**config.mk**
```make
export PLATFORM = sky130hd
export DESIGN_NAME = serial_ti_encoder
export DESIGN_NICKNAME = d
export VERILOG_FILES = /design/src/rtl/serial_ti_encoder.sv
export SDC_FILE = /design/constraint.sdc
export NUM_CORES = 1
export LEC_CHECK = 0
export BUFFER_PORTS_ARGS = -buffer_cell sky130_fd_sc_hd__clkbuf_2
export CAP_MARGIN = 5
export CORE_UTILIZATION = 54
export DETAILED_ROUTE_END_ITERATION = 10
export PLACE_DENSITY = 0.72
export SKIP_LAST_GASP = 1
export SLEW_MARGIN = 30
export SYNTH_ARGS = -nofsm -noshare
export SYNTH_HDL_FRONTEND = slang
export SYNTH_SLANG_ARGS = --single-unit
```
**constraint.sdc**
```tcl
create_clock -name clk -period 2.4 [get_ports clk]
set_clock_uncertainty 0.15 [all_clocks]
set_input_delay 0 -clock clk [delete_from_list [all_inputs] [get_ports clk]]
set_output_delay 0 -clock clk [all_outputs]
set_load 0.01 [all_outputs]
```
**src/rtl/serial_ti_encoder.sv**
```systemverilog
module serial_ti_encoder #(
  parameter int WORD_LEN = 8
) (
  input  logic clk,
  input  logic rst_n,
  input  logic din,
  input  logic din_valid,
  output logic dout,
  output logic dout_valid,
  output logic dout_flag,
  output logic dout_first
);
  localparam int POS_W  = (WORD_LEN > 1) ? $clog2(WORD_LEN) : 1;
  localparam int CNT_W  = $clog2(WORD_LEN) + 1;
  localparam int THRESH = WORD_LEN / 2;

  logic [POS_W-1:0]    pos;
  logic [CNT_W-1:0]    tcount;
  logic                prev;
  logic [WORD_LEN-1:0] ibuf, obuf, word_now;
  logic                hflag, have_word;

  wire first_bit = (pos == '0);
  wire last_bit  = (pos == POS_W'(WORD_LEN - 1));
  wire step      = ~first_bit & (din ^ prev);
  wire [CNT_W-1:0] total = tcount + CNT_W'(step);
  wire decide    = (total >= CNT_W'(THRESH));
  wire flip      = hflag & pos[0];

  always_comb begin
    word_now      = ibuf;
    word_now[pos] = din;
  end

  always_ff @(posedge clk or negedge rst_n) begin
    if (!rst_n) begin
      pos       <= '0;
      tcount    <= '0;
      prev      <= 1'b0;
      ibuf      <= '0;
      obuf      <= '0;
      hflag     <= 1'b0;
      have_word <= 1'b0;
    end else if (din_valid) begin
      ibuf[pos] <= din;
      prev      <= din;
      tcount    <= first_bit ? '0 : total;
      pos       <= last_bit ? '0 : pos + POS_W'(1);
      if (last_bit) begin
        obuf      <= word_now;
        hflag     <= decide;
        have_word <= 1'b1;
      end
    end
  end

  always_ff @(posedge clk or negedge rst_n) begin
    if (!rst_n) begin
      dout       <= 1'b0;
      dout_valid <= 1'b0;
      dout_flag  <= 1'b0;
      dout_first <= 1'b0;
    end else begin
      dout_valid <= din_valid & have_word;
      if (din_valid & have_word) begin
        dout       <= obuf[pos] ^ flip;
        dout_flag  <= hflag;
        dout_first <= first_bit;
      end else begin
        dout_first <= 1'b0;
      end
    end
  end
endmodule

```
==> flow_summary.yaml <==
status:
  status: "finished clean"
placement:
  place_hpwl_mm: 1.670
  place_area_sq_mm: 0.001563
  routabilityCongestion: 0.7620
  io_buffers: 7
  post-place-cells: 176
drt:
  initialDrtViolationCount: 5
  firstDrtPassIters: 4
  drc: 0
  final_antenna_net_count: 0
  wl_mm: 2.438
  viasPerCell: 5.629
  dr_total_vias: 1047
  wire_per_inst_um: 13.11
sta:
  final-hold-violation-count: 0
  drv_slew: 0
  worst_slew_pin_slew_ns: 0.7141
  rsz0062_at_grt: "false"
  fmax_ghz: 0.4824
  fin_crit_sh: 0.8637
  tns_ns: 0
  fin_crit_ns: 2.073
  setup_viol: 0
  slew_headroom: 0.5239
critical_path:
  r2r_slack_ns: 0.33
  start_kind: "flop"
  reg2reg_depth: 9
  reg2reg_from: "pos[1]$_DFFE_PN0P_"
  cp.required_ns: 2.48
  worstPathArrival_ns: 2.15
  cp-end-kind: "flop"
  cp_max_fo: 4
  r2r-end: "hflag$_DFFE_PN0P_"
  worstSetupPathType: "flop to flop"
grt:
  overflow: 0
  grt_pass1_wl_mm: 4.319
  grt_pass1_vias: 1016
  grtUsageTotal: 0.2151
  antenna_found_initial: 0
  grt_max_degree: 31
synth:
  ys_types: 23
  synth_fp_nets: 153
  ys_ff_latch: 30
  ys_seq_area_frac: 0.5000
  netlist_instances: 144
  synth_warnings: 0
  synth.avg_cell_area_sq_um: 10.43
  syn-cell-area_sq_mm: 0.001501
clock_network:
  path_clk_slew_ns: 0.09
  cts_max_path_buffers: 2
  cts_tree: "built"
  ctsHoldBuffers: 2
  root_buffer: "clkbuf_4"
  cts_setup_buffers: 0
  insertion_delay_ns: 0.32
  cts.sinks: 30
  cts-buffers-inserted: 5
  cts_max_level: 2
  cts_resized: 0
die:
  num_rows: 18
  dieWidth_um: 54.73
  coreArea_sq_mm: 0.002545
  pin_count: 8
  start_util: 0.5900
  die_h_um: 54.73
  die-area_sq_mm: 0.002995
min_path:
  hold_path_depth: 3
  hold_path.class: "primary input to flop"
  hp-start: "din"
  holdPathEnd: "obuf[5]$_DFFE_PN0P_"
power:
  p_leak_nw: 0.7863
  p_total_mw: 1.850
  sw_frac_of_total: 0.3461
  power.internal_mw: 1.210
  irDropWorstVdd_v: 0.0007391
  power_density_mw_per_mm2: 1126
  switchingPower_mw: 0.6403
  p_comb_frac: 0.387
  p_clk_frac: 0.166
  p_seq_frac: 0.447
final_layout:
  final_nets: 164
  syn_to_final_growth_pct: 9.417
  final_util: 0.6455
  stdcell_area_sq_mm: 0.001643
  finalNonFillerCells: 186
  layout-drive-gt1-share: 0.1859
  antenna_cells: 0
job:
  max-cap-violations: 0
## routing by layer
metal  track usage  wire (um)  vias up
met2        0.3353       1167       15
met4        0.1154         51        0
met3       0.06667         89        7
met5             0          0        -
met1        0.2627       1130      512
li1              -          -      513
## worst max-delay path, cell delays in order, from the launching register on
cell and delay [ns]:
dfrtp_1 0.38, inv_1 0.11, ha_1 0.17, nor2b_1 0.22, nor2_1 0.08, ha_1 0.21
ha_1 0.23, nor3_1 0.19, a311oi_1 0.07, a21o_1 0.16
## cells in the final DEF, fill, tap and decap left out
cell type,synthesis,layout
mux4_1,2,2
clkbuf_4,0,5
a21o_1,1,1
clkinv_2,0,1
a311oi_1,1,1
o21ai_0,16,16
mux2i_1,9,9
nand3_1,8,8
o21ai_1,1,1
nand3b_1,1,1
nand4_1,1,1
nor2_1,9,9
xnor2_1,2,2
and3_1,1,1
dlygate4sd3_1,0,2
clkbuf_8,0,1
nand2_1,20,20
clkbuf_1,8,1
nor3_1,3,3
dfrtp_1,30,30
nor2b_1,3,3
inv_1,5,5
xor2_1,1,1
ha_1,5,5
clkbuf_2,0,7
buf_4,0,4
nand2b_1,5,5
mux2_2,11,11
## sequential cells by signal, summed over array words and instances (netlist names)
signal      count
dout_flag       1
obuf            8
hflag           1
pos             3
ibuf            8
dout            1
dout_first      1
tcount          4
have_word       1
dout_valid      1
prev            1
## logic make-up after synthesis
family | count (synthesis) | synth area share
simple gates | 51 | 0.1558
xor+xnor | 3 | 0.01750
fa+ha+maj | 5 | 0.04167
buf+inv | 14 | 0.04000
mux | 22 | 0.1775
flops | 30 | 0.5000
compound gates | 19 | 0.06750
## area by class of cell
cell class / count / area [sq um]
Clock inverter: 1 / 5.005
Inverter: 5 / 18.77
Multi-Input combinational cell: 100 / 690.7
Timing Repair Buffer: 13 / 85.08
Sequential cell: 30 / 750.7
Tap cell: 30 / 37.54
Clock buffer: 7 / 55.05
Fill cell: 214 / 902.1
## power groups by stage
stage | clock (mW) | sequential, mW | combinational (mW)
CTS | 0.322 | 0.828 | 0.726
floorplan | 0 | 0.824 | 0.560
global route | 0.336 | 0.854 | 0.827
detailed placement | 0 | 0.840 | 0.722
global placement | 0 | 0.827 | 0.699
finish | 0.307 | 0.828 | 0.715
## per-stage QoR
step           hold slack (ns)  worst slack, ns
5_1_grt                0.07429           0.1629
3_3_place_gp          -0.06384           0.4334
3_5_place_dp          -0.05650           0.3436
4_1_cts                0.02941           0.3229
6_report               0.03866           0.3271
2_1_floorplan          -0.4456           0.2878
## worst max-delay path by stage
| stage | start | endpoint | slack [ns] | depth (start not counted) |
|---|---|---|---|---|
| 6_report | pos[1]$_DFFE_PN0P_ | hflag$_DFFE_PN0P_ | 0.33 | 9 |
| 4_1_cts | pos[1]$_DFFE_PN0P_ | hflag$_DFFE_PN0P_ | 0.32 | 9 |
| 3_3_place_gp | pos[1]$_DFFE_PN0P_ | hflag$_DFFE_PN0P_ | 0.43 | 9 |
| 3_5_place_dp | pos[1]$_DFFE_PN0P_ | hflag$_DFFE_PN0P_ | 0.34 | 9 |
| 2_1_floorplan | pos[1]$_DFFE_PN0P_ | hflag$_DFFE_PN0P_ | 0.29 | 10 |
| 5_1_grt | pos[1]$_DFFE_PN0P_ | hflag$_DFFE_PN0P_ | 0.16 | 9 |
## synth_stat cells
cell type | number | area [sq um]
dfrtp_1 | 30 | 750.7
mux4_1 | 2 | 52.55
a311oi_1 | 1 | 8.760
clkbuf_1 | 8 | 30.03
o21ai_1 | 1 | 5.000
nand3_1 | 8 | 40.04
nand2_1 | 20 | 75.07
mux2_2 | 11 | 123.9
nor2_1 | 9 | 33.78
and3_1 | 1 | 6.260
nor3_1 | 3 | 15.01
xnor2_1 | 2 | 17.52
a21o_1 | 1 | 7.510
nor2b_1 | 3 | 18.77
inv_1 | 5 | 18.77
o21ai_0 | 16 | 80.08
buf_6 | 1 | 11.26
ha_1 | 5 | 62.56
xor2_1 | 1 | 8.760
nand4_1 | 1 | 6.260
mux2i_1 | 9 | 90.09
nand3b_1 | 1 | 7.510
nand2b_1 | 5 | 31.28
Note: power is estimated with default switching activity, not from simulation.
